===== src/rtl/adc_seq_pkg.sv =====
package adc_seq_pkg;
  typedef enum logic [1:0] {
    SQ_IDLE  = 2'd0,
    SQ_START = 2'd1,
    SQ_RUN   = 2'd2,
    SQ_DRAIN = 2'd3
  } seq_state_e;

  localparam int unsigned BIT_FLAG = 7;
  localparam int unsigned BIT_IE   = 6;
  localparam int unsigned BIT_CONT = 5;

  localparam logic [1:0] ADDR_CTL = 2'd0;
  localparam logic [1:0] ADDR_RHI = 2'd1;
  localparam logic [1:0] ADDR_RLO = 2'd2;
endpackage


===== src/rtl/adc_seq_chan_map.sv =====
module adc_seq_chan_map #(
  parameter int unsigned CH_W   = 5,
  parameter int unsigned EXT_CH = 8
) (
  input  logic [CH_W-1:0] chan_code,
  output logic [CH_W-1:0] mux_code
);
  localparam logic [CH_W-1:0] LO_REF = {CH_W{1'b1}};
  localparam logic [CH_W-1:0] HI_REF = {{(CH_W-1){1'b1}}, 1'b0};
  localparam logic [CH_W-1:0] EXT_N  = CH_W'(EXT_CH);

  always_comb begin
    if (chan_code < EXT_N)       mux_code = chan_code;
    else if (chan_code == HI_REF) mux_code = HI_REF;
    else                          mux_code = LO_REF;
  end

  always_comb begin
    a_r10_legal_code: assert ((mux_code < EXT_N) || (mux_code == HI_REF) || (mux_code == LO_REF));
  end
endmodule


===== src/rtl/adc_seq_fsm.sv =====
module adc_seq_fsm
  import adc_seq_pkg::*;
(
  input  logic clk,
  input  logic rst_n,
  input  logic ctl_wr,
  input  logic cont_mode,
  input  logic conv_busy,
  input  logic conv_done,
  output logic conv_start,
  output logic done_accept
);
  seq_state_e state_q, state_d;

  always_comb begin
    state_d     = state_q;
    conv_start  = 1'b0;
    done_accept = 1'b0;
    case (state_q)
      SQ_IDLE: begin
        if (ctl_wr) state_d = SQ_START;
      end
      SQ_START: begin
        conv_start = ~conv_busy;
        if (ctl_wr)          state_d = conv_start ? SQ_DRAIN : SQ_START;
        else if (conv_start) state_d = SQ_RUN;
      end
      SQ_RUN: begin
        if (ctl_wr) begin
          state_d = conv_done ? SQ_START : SQ_DRAIN;
        end else if (conv_done) begin
          done_accept = 1'b1;
          state_d     = cont_mode ? SQ_START : SQ_IDLE;
        end
      end
      SQ_DRAIN: begin
        if (conv_done) state_d = SQ_START;
      end
      default: state_d = SQ_IDLE;
    endcase
  end

  always_ff @(posedge clk or negedge rst_n) begin
    if (!rst_n) state_q <= SQ_IDLE;
    else        state_q <= state_d;
  end

  a_r3_start_single_cycle: assert property (@(posedge clk) disable iff (!rst_n)
    conv_start |=> !conv_start);
  a_r3_start_core_idle: assert property (@(posedge clk) disable iff (!rst_n)
    conv_start |-> !conv_busy);
  a_r11_drain_no_accept: assert property (@(posedge clk) disable iff (!rst_n)
    (state_q == SQ_DRAIN) |-> !done_accept);
  a_r6_write_no_accept: assert property (@(posedge clk) disable iff (!rst_n)
    ctl_wr |=> (state_q == SQ_START || state_q == SQ_DRAIN));
endmodule


===== src/rtl/adc_seq_regs.sv =====
module adc_seq_regs #(
  parameter int unsigned RES_W = 10,
  parameter int unsigned CTL_W = 7
) (
  input  logic             clk,
  input  logic             rst_n,
  input  logic             ctl_wr,
  input  logic [CTL_W-1:0] ctl_wdata,
  input  logic             rd_res,
  input  logic             done_accept,
  input  logic [RES_W-1:0] conv_result,
  output logic [CTL_W-1:0] ctl_q,
  output logic             flag_q,
  output logic [RES_W-1:0] res_q
);
  localparam logic [CTL_W-1:0] CTL_RST = CTL_W'(1);

  logic             ctl_en, flag_en, res_en;
  logic [CTL_W-1:0] ctl_d;
  logic             flag_d;
  logic [RES_W-1:0] res_d;

  always_comb begin
    ctl_en  = ctl_wr;
    ctl_d   = ctl_wdata;
    res_en  = done_accept;
    res_d   = conv_result;
    flag_en = done_accept | ctl_wr | rd_res;
    flag_d  = done_accept;
  end

  always_ff @(posedge clk or negedge rst_n) begin
    if (!rst_n) begin
      ctl_q  <= CTL_RST;
      flag_q <= 1'b0;
      res_q  <= '0;
    end else begin
      if (ctl_en)  ctl_q  <= ctl_d;
      if (flag_en) flag_q <= flag_d;
      if (res_en)  res_q  <= res_d;
    end
  end

  a_r4_result_hold: assert property (@(posedge clk) disable iff (!rst_n)
    !done_accept |=> $stable(res_q));
  a_r4_flag_set: assert property (@(posedge clk) disable iff (!rst_n)
    done_accept |=> flag_q);
  a_r5_read_clears: assert property (@(posedge clk) disable iff (!rst_n)
    (rd_res && !done_accept) |=> !flag_q);
  a_r6_write_clears: assert property (@(posedge clk) disable iff (!rst_n)
    ctl_wr |=> !flag_q);
endmodule


===== src/rtl/adc_seq_ctrl.sv =====
module adc_seq_ctrl
  import adc_seq_pkg::*;
#(
  parameter int unsigned DATA_W = 8,
  parameter int unsigned RES_W  = 10,
  parameter int unsigned CH_W   = 5,
  parameter int unsigned EXT_CH = 8
) (
  input  logic              clk,
  input  logic              rst_n,
  input  logic              bus_sel,
  input  logic              bus_we,
  input  logic [1:0]        bus_addr,
  input  logic [DATA_W-1:0] bus_wdata,
  output logic [DATA_W-1:0] bus_rdata,
  output logic              conv_start,
  input  logic              conv_busy,
  input  logic              conv_done,
  input  logic [RES_W-1:0]  conv_result,
  output logic [CH_W-1:0]   mux_chan,
  output logic              irq
);
  localparam int unsigned CTL_W = DATA_W - 1;
  localparam int unsigned HI_W  = RES_W - DATA_W;

  logic             ctl_wr, rd_res, done_accept, flag_q;
  logic [CTL_W-1:0] ctl_q;
  logic [RES_W-1:0] res_q;
  logic             wdata_flag_unused;

  assign wdata_flag_unused = bus_wdata[BIT_FLAG];

  always_comb begin
    ctl_wr = bus_sel & bus_we & (bus_addr == ADDR_CTL);
    rd_res = bus_sel & ~bus_we & ((bus_addr == ADDR_RHI) | (bus_addr == ADDR_RLO));
  end

  adc_seq_fsm u_fsm (
    .clk         (clk),
    .rst_n       (rst_n),
    .ctl_wr      (ctl_wr),
    .cont_mode   (ctl_q[BIT_CONT]),
    .conv_busy   (conv_busy),
    .conv_done   (conv_done),
    .conv_start  (conv_start),
    .done_accept (done_accept)
  );

  adc_seq_regs #(.RES_W(RES_W), .CTL_W(CTL_W)) u_regs (
    .clk         (clk),
    .rst_n       (rst_n),
    .ctl_wr      (ctl_wr),
    .ctl_wdata   (bus_wdata[CTL_W-1:0]),
    .rd_res      (rd_res),
    .done_accept (done_accept),
    .conv_result (conv_result),
    .ctl_q       (ctl_q),
    .flag_q      (flag_q),
    .res_q       (res_q)
  );

  adc_seq_chan_map #(.CH_W(CH_W), .EXT_CH(EXT_CH)) u_map (
    .chan_code (ctl_q[CH_W-1:0]),
    .mux_code  (mux_chan)
  );

  always_comb begin
    irq = ctl_q[BIT_IE] & flag_q;
    case (bus_addr)
      ADDR_CTL: bus_rdata = {flag_q, ctl_q};
      ADDR_RHI: bus_rdata = {{(2*DATA_W-RES_W){1'b0}}, res_q[RES_W-1:DATA_W]};
      ADDR_RLO: bus_rdata = res_q[DATA_W-1:0];
      default:  bus_rdata = '0;
    endcase
  end

  a_r7_irq_needs_enable: assert property (@(posedge clk) disable iff (!rst_n)
    (ctl_wr && !bus_wdata[BIT_IE]) |=> !irq);
  a_r6_irq_drops_on_write: assert property (@(posedge clk) disable iff (!rst_n)
    ctl_wr |=> !irq);
  initial begin
    a_r4_split_width: assert (HI_W > 0 && HI_W <= DATA_W);
  end
endmodule


===== config.mk =====
export PLATFORM = sky130hd
export DESIGN_NAME = adc_seq_ctrl
export DESIGN_NICKNAME = d
export VERILOG_FILES = /design/src/rtl/adc_seq_pkg.sv /design/src/rtl/adc_seq_chan_map.sv /design/src/rtl/adc_seq_fsm.sv /design/src/rtl/adc_seq_regs.sv /design/src/rtl/adc_seq_ctrl.sv
export SDC_FILE = /design/constraint.sdc
export NUM_CORES = 1
export LEC_CHECK = 0
export BUFFER_PORTS_ARGS = -buffer_cell sky130_fd_sc_hd__buf_2
export CAP_MARGIN = 20
export CORE_MARGIN = 5
export CORE_UTILIZATION = 49
export CTS_CLUSTER_DIAMETER = 120
export DETAILED_ROUTE_END_ITERATION = 10
export GPL_ROUTABILITY_DRIVEN = 1
export GPL_TIMING_DRIVEN = 0
export PLACE_DENSITY = 0.82
export SYNTH_ARGS = -nofsm -noshare
export SYNTH_HDL_FRONTEND = slang
export SYNTH_SLANG_ARGS = --single-unit

===== constraint.sdc =====
create_clock -name clk -period 1.8 [get_ports clk]
set_clock_uncertainty 0.1 [all_clocks]
set_input_delay 0.36 -clock clk [delete_from_list [all_inputs] [get_ports clk]]
set_output_delay 0.36 -clock clk [all_outputs]
set_load 0.01 [all_outputs]

# Yosys cells after proc, flatten, opt, wreduce, memory -nomap -nowiden
# Cells that the tools add are included.
# word_totals
inputBits,26
n_memories,0
latchBits,0
rom_bits,0
ramBits,0
output_inout_bits,15
word_cells,45
ff_bits,20
# classes
n_mul,0
order_cmp,1
shift,0
reduce_logical,3
eq_ne,10
n_addsub,0
muxes,17
n_div,0
bitwise,10
# op_table
op,n
8-bit one-hot mux with 3 select lines,1
2-bit two-way mux,8
2-bit one-hot mux with 4 select lines,1
2-bit == test (second input constant),3
1-bit two-way mux,6
3-bit by 2-bit != test with 1-bit output (second input constant),2
1-bit AND,5
5-bit == test (second input constant),1
5-bit by 4-bit less-than comparator with 1-bit output (second input constant),1
5-bit two-way mux,1
2-bit by 1-bit == test with 1-bit output (second input constant),2
2-bit logical NOT,2
4-bit AND reduction,1
1-bit OR,3
2-bit by 1-bit != test with 1-bit output (second input constant),1
2-bit != test (second input constant),1
1-bit NOT,2

# Longest topological paths before layout
# Gate-level depths: netlist of the first run.
# depth
ltp_word,6
mapped_depth,8
ltp_nobuf,6

# Cells and area by module
# From an unflattened synthesis of the first run, not the netlist that was laid out.
# hier_totals
cells_unflattened,97
hier_area_um2,1152.4
# by_module_without_submodules
module,area_each_um2,seq_area_each_um2,cells_each,n_inst
adc_seq_regs,713.2,451.7,39,1
adc_seq_fsm,203.9,50.0,23,1
adc_seq_ctrl,192.7,0.0,29,1
adc_seq_chan_map,42.5,0.0,6,1

# Worst setup path after synthesis of the first run
# Ideal clock, no wire load.
# synth_timing
path_type,input -> register
start,input bus_addr[0]
end,register u_regs.res_q[0]
path_buffers,2
t_arrival_ns,1.410
cell_stages,7
setup_ns,0.125
required_time_ns,1.575
setup_slack_ns,0.165
path_cell_list,inv_1 -> ha_1 -> buf_6 -> nand3_4 -> and3_4 -> buf_6 -> mux2_4
# synth_via
elab_chain_len,4
# synth_rtl
item,line,source
"start, declared",adc_seq_ctrl.sv:13,"input logic [1:0] bus_addr,"
2-bit logical NOT,adc_seq_ctrl.sv:34,ctl_wr = bus_sel & bus_we & (bus_addr == ADDR_CTL);
1-bit AND,adc_seq_ctrl.sv:34,
1-bit two-way mux,adc_seq_fsm.sv:29,if (ctl_wr) begin
1-bit two-way mux,adc_seq_fsm.sv:19,case (state_q)
"end signal, assigned",adc_seq_regs.sv:40,if (res_en) res_q <= res_d;
"end, declared",adc_seq_regs.sv:14,output logic [RES_W-1:0] res_q
# Every way passes these cells.
# A chain may end at the register's enable or synchronous reset.

# Worst setup path in the final report of the first run
# layout_timing
start,input bus_addr[1]
end,output bus_rdata[1]
# layout_via
elab_chain_len,2
word_cells_on_any_way,4
classes_between,2 x eq/ne; 1 x mux; 1 x reduce/logical
# layout_rtl
item,line,source
"2-bit == test, or another cell as far along",adc_seq_ctrl.sv:69,case (bus_addr)
8-bit one-hot mux with 3 select lines (*),adc_seq_ctrl.sv:69,
"end, declared",adc_seq_ctrl.sv:15,"output logic [DATA_W-1:0] bus_rdata,"
# Mark *: on every way between the ends. The rest lies on a longest branch, timed or not.

==> metrics, run 1 <==
cells after synthesis=97; die area=0.00346 mm2; syn nets=131; post-synth cell types=29; FILL cells=187; Post-Place Cells=164; Leak=0.731 nW; hold worst-path end=u_regs.ctl_q[1]; Hold Vio Cnt, Final=0; routed len/inst=15.6 um; initial core utilization=0.522; TritonCTS clock tree=built; post-DP HPWL=1990 um; die height=58.8 um; Slew Limit Fails=0; period utilisation layout=0.979; crit path capture type=primary output; cell taking the most area after synthesis=dfrtp_1; pin count of the biggest net entering global routing=21; routability cong.=0.792; vias in the first global route=923; CTS Buf Count=3; Post-synth top flop=dfrtp_1; share of layout cells above drive strength 1=0.573; CTS max path bufs=2; hold path depth=2; Critical Path RT=1340 ps; remaining antenna violation count=0; Total Wirelength=2670 um; drt via density=5.40; Core ar.=0.00223 mm2; Clk pin slew, worst setup/hold paths=120 ps; Crit Path Max Fanout=5; syn_area_per_cell=12.0 um2; transition time of the tightest slew-check pin=440 ps; area growth from synthesis to layout=28.9%; CTS root buffer=clkbuf_4; hold crit path type=primary input to register; first-pass GRT wire length=4190 um; crit path DAT=1300 ps; Max-slew headroom=0.707; Synth Cell Area=0.00117 mm2; # H-tree levels=1; grt ovf=0; post-route minimum period=1760 ps; Ys Warns=0; chip width=58.8 um; Clk Latency, worst-skew pair=310 ps; worst r2r src=u_fsm.state_q[0]; RSZ-0062 raised after global routing=yes; MaxCap Viol Count=0; R2R Setup Slk=120 ps; initial antenna violation count=0; Total Routing Usage GR=0.163; Fin Setup TNS=0 ps; Sink Count=20; Achievable Freq=567 MHz; Setup CP Type=primary input to primary output; # DRC=0; final non-filler cell total=171; Hold Startpoint=bus_wdata[1]; Reg-to-Reg End=u_regs.res_q[2]; final net count=178; Cell Pwr Density=1200 mW/mm2; run status=complete, no violations; post-synthesis sequential area ratio=0.430; Post-synth EDFFs=0; Register-to-Register Path Depth=5; DR vias=923; top cell type's share of synthesized area=0.408; flops & latches, synth=20; Ports=41; Synth area leaders=dfrtp_1, mux2_4, ha_1, mux2_2, a22oi_1; CP startpoint kind=primary input; Port Buffers=39; DRT Pass-1 Iters=4; # diodes=0; Synth async-reset ratio=1.00; final setup fails=0; Rows=17; initial drt markers=20; VDD IR max=0.700 mV
-- timing repair --
| action | CTS | global route |
|---|---|---|
| pin swaps | 2 | 3 |
| hold buffers | 1 | 0 |
| buffers inserted | 2 | 0 |
| endpoints found under the hold margin | 19 | 0 |
| endpoints found under the setup margin | 10 | 8 |
| gates cloned | 1 | 0 |
| gates resized for setup | 5 | 9 |
-- flip-flops by register name, summed over array words and instances, names as in the netlist --
name           count
u_regs.ctl_q       7
u_regs.res_q      10
u_regs.flag_q      1
u_fsm.state_q      2
-- layout make-up --
cell class | instances | area [um2] | share of cell area
sequential | 20 | 503 | 0.335
tap | 28 | 35.0 | 0.0233
inverter | 4 | 15.0 | 0.00999
timing repair buffer | 43 | 230 | 0.153
buffer | 5 | 45.0 | 0.0300
clock buffer | 4 | 36.3 | 0.0241
multi-input combinational | 67 | 638 | 0.425
-- metrics by stage --
stage | util | power, mW | hold slack (ps) | worst slack (ps) | instance area (um2)
finish | 0.673 | 1.80 | 177 | 37.1 | 1500
global route | 0.673 | 1.94 | 154 | -22.3 | 1500
CTS | 0.657 | 1.78 | 166 | 3.25 | 1470
detailed placement | 0.625 | 1.50 | 229 | -92.0 | 1400
global placement | 0.625 | 1.45 | 219 | -56.9 | 1400
floorplan | - | 1.28 | -35.6 | 165 | 1170
-- report_power, final --
part | internal, mW | switching, mW | total, mW | leakage (nW)
sequential | 0.633 | 0.141 | 0.773 | 0.240
combinational | 0.458 | 0.308 | 0.767 | 0.470
clock | 0.124 | 0.137 | 0.261 | 0.0210
total | 1.21 | 0.586 | 1.80 | 0.731
-- layer usage --
metal	up-vias	GRT usage	part of all wire
li1	439	-	-
met1	451	0.183	0.41
met2	28	0.292	0.51
met3	5	0.0548	0.071
met4	0	0.0421	0.010
met5	-	0	0
-- layout by cell type, fill, tap and decap left out, types with 3 or more instances in the layout --
master and count:
a22oi_1 5, buf_4 5, a21oi_1 3, dfrtp_1 18, inv_2 3, ha_1 4, mux2_4 10, clkbuf_4 3
nand2_1 4, nor2_1 9, buf_2 38, mux2_2 8, buf_6 3
-- cells by family after synthesis --
kind of cell    count (synthesis)  synth area share
simple gates                   24             0.117
flops                          20             0.430
mux                            19             0.215
compound gates                 16            0.0976
buf+inv                        10            0.0547
fa+ha+maj                       8            0.0858
-- cells in the mapped netlist (2+ instances only) --
cell / instances
dfrtp_1: 19
buf_6: 3
nand2_1: 4
a22oi_1: 6
and3_4: 2
inv_1: 4
mux2_4: 10
a21oi_1: 3
ha_1: 8
o21ai_0: 2
nor2_1: 9
a222oi_1: 2
mux2_2: 8
or3_1: 2
-- worst max-delay path, stage by stage --
cell      delay, ps
buf_4           100
inv_2            50
ha_4            160
buf_6           130
a222oi_1        280
nor2_1           80
buf_2           150
-- worst max path at each step --
stage,cells past startpoint,from,slack (ps),end
4_1_cts,7,bus_addr[0],3,bus_rdata[0]
6_report,7,bus_addr[1],40,bus_rdata[1]
3_3_place_gp,7,bus_addr[0],-60,bus_rdata[2]
2_1_floorplan,7,bus_addr[0],160,u_regs.res_q[0]
5_1_grt,3,u_regs.ctl_q[1],-20,bus_rdata[1]
3_5_place_dp,7,bus_addr[0],-90,bus_rdata[2]
(Power assumes the default switching activity.)
==> inputs of run 2 (changes only) <==
--- a/config.mk
+++ b/config.mk
@@ -7,6 +7,7 @@
 export LEC_CHECK = 0
 export BUFFER_PORTS_ARGS = -buffer_cell sky130_fd_sc_hd__buf_2
 export CAP_MARGIN = 20
+export CORE_ASPECT_RATIO = 1.1
 export CORE_MARGIN = 5
 export CORE_UTILIZATION = 49
 export CTS_CLUSTER_DIAMETER = 120
==> metrics, run 2 (synthesis results as in run 1) <==
Core ar.=0.00225 mm2 (+0.84%); Gate power share=0.451 (+0.025); Reg with most FFs=u_regs.res_q; Clk pin slew, worst setup/hold paths=110 ps (about the same); Leak=0.749 nW (+2.5%); final setup fails=1 (+1); Total Wirelength=2930 um (+9.5%); most frequent cells in the layout=buf_2, dfrtp_1, mux2_4, nor2_1, mux2_2; TritonCTS clock tree=built; period utilisation layout=1.00 (+0.0221); die height=61.2 um (+4.0%); FILL cells=173 (-7.5%); cell chain of the critical path=buf_4 -> or3_1 -> buf_2; pin count of the biggest net entering global routing=21 (unchanged); CTS Buf Count=3 (unchanged); failing checks=negative setup slack; # diodes=0 (unchanged); Crit Path Max Fanout=3 (-2); routed len/inst=16.7 um (+7.0%); hold crit path type=primary input to register; clock network power share=0.139 (-0.006); routed wl met2=1590 um (+16%); crit path capture type=primary output; drt via density=5.33 (-1.3%); first-pass GRT wire length=4640 um (+11%); Clk Latency, worst-skew pair=300 ps (about the same); # DRC=0 (unchanged); Hold Vio Cnt, Final=0 (unchanged); VDD IR max=0.750 mV (+7.2%); slowest cell delay on critical path=420 ps (+140 ps); crit path DAT=1340 ps (+40 ps); commonest non-fill, non-tap cell in the layout=buf_2; Fin Setup TNS=-2.59 ps (-2.59 ps); CTS max path bufs=2 (unchanged); CTS root buffer=clkbuf_4; RSZ-0062 raised after global routing=yes; post-DP HPWL=2140 um (+7.4%); final setup margin=-2.59 ps (-39.7 ps); Setup CP Type=register to primary output; internal power=1.24 mW (+2.5%); share of layout cells above drive strength 1=0.566 (-0.00791); Total Routing Usage GR=0.170 (+0.00780); initial antenna violation count=0 (unchanged); WL met3=170 um (-11%); crit path max-delay cell type=dfrtp_1; Cell Pwr Density=1200 mW/mm2 (+0.40%); final net count=180 (+1.1%); Slew Limit Fails=0 (unchanged); die area=0.00346 mm2 (about the same); post-place instance area=0.00140 mm2 (+0.18%); Critical Path RT=1340 ps (about the same); MaxCap Viol Count=0 (unchanged); DR vias=932 (+0.98%); routability cong.=0.785 (-0.97%); hold_ws=184 ps (+6.56 ps); run status=complete, but fails checks; grt ovf=0 (unchanged); Rows=18 (+1); remaining antenna violation count=0 (unchanged); post-route minimum period=1800 ps (+39.7 ps); M1 WL=1150 um (+6.4%); Ports=41 (unchanged); area growth from synthesis to layout=32.0%; Port Buffers=39 (unchanged); chip width=56.5 um (-3.9%); initial core utilization=0.518 (-0.00435); fin area=0.00154 mm2 (+2.4%); max reg flops=10 (unchanged); initial drt markers=33 (+65%); Achievable Freq=555 MHz (-2.2%); vias in the first global route=1002 (+8.6%); Sink Count=20 (unchanged); DRT Pass-1 Iters=4 (unchanged); # H-tree levels=1 (unchanged); switching part of the total power=0.328 (+0.00248); CP startpoint kind=register; Max-slew headroom=0.713 (+0.00612); Flop pwr share=0.411 (-0.018); DR top layer=met4; transition time of the tightest slew-check pin=431 ps (-9.18 ps); P_sw=607 uW (+3.6%); Largest regs=u_regs.res_q x10, u_regs.ctl_q x7, u_fsm.state_q x2
[run 2: cell types whose count changed in the layout (fill, tap and decap cells not counted), sizes merged]
cell,delta
buf,+2
[run 2: cell type report]
class	count	area (um2)	area share
repair buffers	46	282	0.183
flip-flops and latches	20	502	0.326
plain buffers	4	33.8	0.0220
well taps	30	37.5	0.0244
multi-input cells	67	628	0.408
clock buffers	4	36.3	0.0236
inverters	4	20.0	0.0130
[run 2: stage by stage]
step	worst slack [ps]	total power [mW]	utilization	std cells
after floorplan	165	1.28	-	97
after global placement	-47.8	1.45	0.621	166
after detailed placement	-91.4	1.51	0.621	166
after CTS	7.43	1.79	0.666	173
after global routing	-79.5	1.97	0.683	175
final	-2.59	1.85	0.683	175
[run 2: power groups by stage]
stage	clock, mW	sequential, mW	combinational, mW
4_1_cts	0.256	0.757	0.775
3_3_place_gp	0	0.749	0.705
6_report	0.257	0.760	0.834
2_1_floorplan	0	0.724	0.555
5_1_grt	0.275	0.784	0.908
3_5_place_dp	0	0.768	0.745
[run 2: timing repair]
item,4_1_cts,5_1_grt
hold endpoints to repair,19,0
hold buffers,1,0
endpoints found under the setup margin,9,9
resized for setup,8,8
pin swaps,3,4
setup buffers,3,3
[run 2: path summary, 6_finish.rpt]
path,from,to,slack [ps],cells past startpoint
max in group asynchronous,rst_n,u_regs.ctl_q[0],850,2
max reg2reg,u_fsm.state_q[0],u_regs.res_q[9],90,5
min reg2reg,u_regs.res_q[1],u_regs.res_q[1],430,1
max,u_regs.ctl_q[1],mux_chan[1],-3,3
min in group asynchronous,rst_n,u_regs.flag_q,420,2
min,conv_result[2],u_regs.res_q[2],180,2
[run 2: per-layer routing]
metal | track usage | vias to the layer above
met5 | 0 | -
met4 | 0.0373 | 0
met3 | 0.0398 | 2
met2 | 0.323 | 33
met1 | 0.198 | 455
li1 | - | 442
[run 2: worst max-delay path, delay by kind of cell, from the launching register on]
family / cells / cell delay, ps
buffers and inverters: 2 / 300
flip-flops: 1 / 420
AND/OR/NAND/NOR: 1 / 320
==> inputs of run 3 (changes only) <==
--- a/config.mk
+++ b/config.mk
@@ -5,6 +5,7 @@
 export SDC_FILE = /design/constraint.sdc
 export NUM_CORES = 1
 export LEC_CHECK = 0
+export ABC_AREA = 1
 export BUFFER_PORTS_ARGS = -buffer_cell sky130_fd_sc_hd__buf_2
 export CAP_MARGIN = 20
 export CORE_ASPECT_RATIO = 1.1
@@ -14,7 +15,7 @@
 export DETAILED_ROUTE_END_ITERATION = 10
 export GPL_ROUTABILITY_DRIVEN = 1
 export GPL_TIMING_DRIVEN = 0
-export PLACE_DENSITY = 0.82
+export PLACE_DENSITY = 0.81
 export SYNTH_ARGS = -nofsm -noshare
 export SYNTH_HDL_FRONTEND = slang
 export SYNTH_SLANG_ARGS = --single-unit
==> metrics, run 3 <==
final setup fails=0 (-1); P_sw=647 uW (+6.6%); Sink Count=20 (unchanged); Leak=0.902 nW (+20%); share of layout cells above drive strength 1=0.313 (-0.253); CTS max path bufs=2 (unchanged); cell taking the most area after synthesis=dfrtp_1; slowest cell delay on critical path=410 ps (about the same); post-synth cell types=25 (-14%); pin count of the biggest net entering global routing=21 (unchanged); final setup margin=15.3 ps (+17.9 ps); GR Util met3=0.0311 (-0.00878); Largest regs=u_regs.res_q x10, u_regs.ctl_q x7, u_fsm.state_q x2; routed len/inst=10.8 um (-35%); FILL cells=229 (+32%); Critical Path RT=1340 ps (about the same); list of most frequent post-synthesis cells=nand2_1, inv_1, dfrtp_1; crit path buf inv count=4 (+2); met1 usage=0.177 (-0.0208); # diodes=0 (unchanged); leading cell type by number of instances after synthesis=nand2_1; CP startpoint kind=register; Crit Path Max Fanout=2 (-1); remaining antenna violation count=0 (unchanged); CTS Buf Count=3 (unchanged); syn_area_per_cell=7.49 um2 (-38%); most frequent cells in the layout=nand2_1, buf_2, inv_1, dfrtp_1, o21ai_0; flops & latches, synth=20 (unchanged); Post-synth top flop=dfrtp_1; Total Routing Usage GR=0.147 (-0.0238); CTS root buffer=clkbuf_4; Crit path max-delay family=flip-flops; Post-Place Cells=233 (+40%); Reg with most FFs=u_regs.res_q; Ports=41 (unchanged); Synth area leaders=dfrtp_1, nand2_1, inv_1, ha_1, o21ai_0; Flop pwr share=0.423 (+0.012); Total Wirelength=2620 um (-10%); Core ar.=0.00245 mm2 (+8.7%); Synth async-reset ratio=1.00 (unchanged); # DRC=0 (unchanged); VDD IR max=0.749 mV (-0.16%); Post-synth EDFFs=0 (unchanged); met2 usage=0.256 (-0.0678); Setup CP Type=register to primary output; initial antenna violation count=0 (unchanged); crit path capture type=primary output; # H-tree levels=1 (unchanged); transition time of the tightest slew-check pin=424 ps (-7.37 ps); Final Power=1.73 mW (-6.6%); Rows=19 (+1); Ys Warns=0 (unchanged); die height=62.4 um (+2.0%); Max-slew headroom=0.718 (+0.00491); MaxCap Viol Count=0 (unchanged); Achievable Freq=560 MHz (+1.0%); routability cong.=0.800 (+1.9%); run status=complete, no violations; first-pass GRT wire length=4280 um (-7.9%); syn nets=197 (+50%); post-synthesis sequential area ratio=0.411 (-0.0194); cell chain of the critical path=inv_2 -> ha_4 -> inv_2 -> or2_1 -> inv_1 -> buf_2; chip width=57.6 um (+1.9%); Clk pin slew, worst setup/hold paths=110 ps (about the same); post-route minimum period=1780 ps (-17.9 ps); max reg flops=10 (unchanged); die area=0.00359 mm2 (+3.9%); drt via density=4.57 (-14%); switching part of the total power=0.374 (+0.0462); final non-filler cell total=242 (+38%); internal power=1.08 mW (-13%); Port Buffers=39 (unchanged); TritonCTS clock tree=built; vias in the first global route=1035 (+3.3%); Clk Latency, worst-skew pair=290 ps (about the same); initial core utilization=0.499 (-0.0191); Synth Cell Area=0.00122 mm2 (+4.7%); crit path max-delay cell type=dfrtp_1; top cell type's share of synthesized area=0.389 (-0.0184); Slew Limit Fails=0 (unchanged); RSZ-0062 raised after global routing=yes; DRT Pass-1 Iters=4 (unchanged); area growth from synthesis to layout=27.3%; Hold Vio Cnt, Final=0 (unchanged); final net count=246 (+37%); cells after synthesis=163 (+68%); CP dominant cell by count=inv_2; period utilisation layout=0.991 (-0.00995); pre-CTS WS=-29.9 ps (+61.5 ps); initial drt markers=24 (-27%); post-DP HPWL=2030 um (-5.0%); DR vias=1105 (+19%); crit path DAT=1320 ps (-20 ps); hold crit path type=primary input to register; Cell Pwr Density=1110 mW/mm2 (-7.5%); Gate power share=0.432 (-0.019); clock network power share=0.145 (+0.006); commonest non-fill, non-tap cell in the layout=nand2_1; gr busiest metal=met2; grt ovf=0 (unchanged)
run 3: cell count changes in the layout (fill, tap and decap cells not counted), sizes merged, moves of 3 or more:
cell | before | now
a21oi | 3 | 6
a22oi | 6 | 0
inv | 4 | 27
mux2 | 18 | 0
nand2 | 4 | 65
nand3 | 2 | 8
nor2 | 9 | 5
o21ai | 2 | 12
run 3: final cells by class:
class / count / area [um2] / share of cell area
plain buffers: 5 / 40.0 / 0.0258
clock buffers: 4 / 36.3 / 0.0233
inverters: 28 / 105 / 0.0676
multi-input cells: 109 / 588 / 0.378
flip-flops and latches: 20 / 503 / 0.324
well taps: 31 / 38.8 / 0.0250
repair buffers: 45 / 243 / 0.156
run 3: cells by family after synthesis:
kind of cell / after synthesis / synth area share
AOI/OAI and AO/OA: 21 / 0.0922
adders and majority gates: 8 / 0.0820
buffers and inverters: 34 / 0.122
DFF: 20 / 0.411
and+or+nand+nor: 80 / 0.293
run 3: per-layer routing:
| layer | vias up | part of all wire | routed length [um] |
|---|---|---|---|
| li1 | 591 | - | - |
| met1 | 482 | 0.44 | 1150 |
| met2 | 30 | 0.50 | 1300 |
| met3 | 2 | 0.063 | 164 |
| met4 | 0 | 0.0030 | 8 |
| met5 | - | 0 | 0 |
run 3: worst min-delay path, cell delays in order:
cell	delay [ps]
buf_2	100
nand2_1	50
nand2_1	40
run 3: worst paths after layout:
path | slack (ps) | cells after the start | end | from
setup / recovery | 20 | 6 | conv_start | u_fsm.state_q[1]
hold / removal | 150 | 3 | u_regs.ctl_q[0] | bus_wdata[0]
setup reg to reg | 260 | 6 | u_regs.res_q[6] | u_fsm.state_q[0]
hold reg to reg | 390 | 2 | u_regs.ctl_q[0] | u_regs.ctl_q[0]
max in group asynchronous | 850 | 2 | u_regs.ctl_q[0] | rst_n
min in group asynchronous | 420 | 2 | u_regs.res_q[6] | rst_n
run 3: through the flow:
step / hold slack (ps) / setup TNS, ps / util / instance area (um2)
finish: 153 / 0 / 0.635 / 1550
CTS: 151 / 0 / 0.620 / 1520
detailed placement: 218 / -51.6 / 0.594 / 1460
floorplan: -35.6 / 0 / - / 1220
global route: 133 / -68.6 / 0.635 / 1550
global placement: 219 / -69.4 / 0.594 / 1460
run 3: what timing repair did:
action / CTS / global route
pin swaps: 0 / 1
hold buffers: 1 / 0
resized for setup: 3 / 4
setup endpoints to repair: 6 / 8
setup buffers: 1 / 4
hold endpoints to repair: 19 / 0
run 3: power by group through the flow:
stage	clock (mW)	sequential, mW	combinational [mW]
floorplan	0	0.704	0.487
global placement	0	0.722	0.651
detailed placement	0	0.731	0.670
CTS	0.260	0.724	0.705
global route	0.283	0.748	0.861
finish	0.251	0.731	0.748
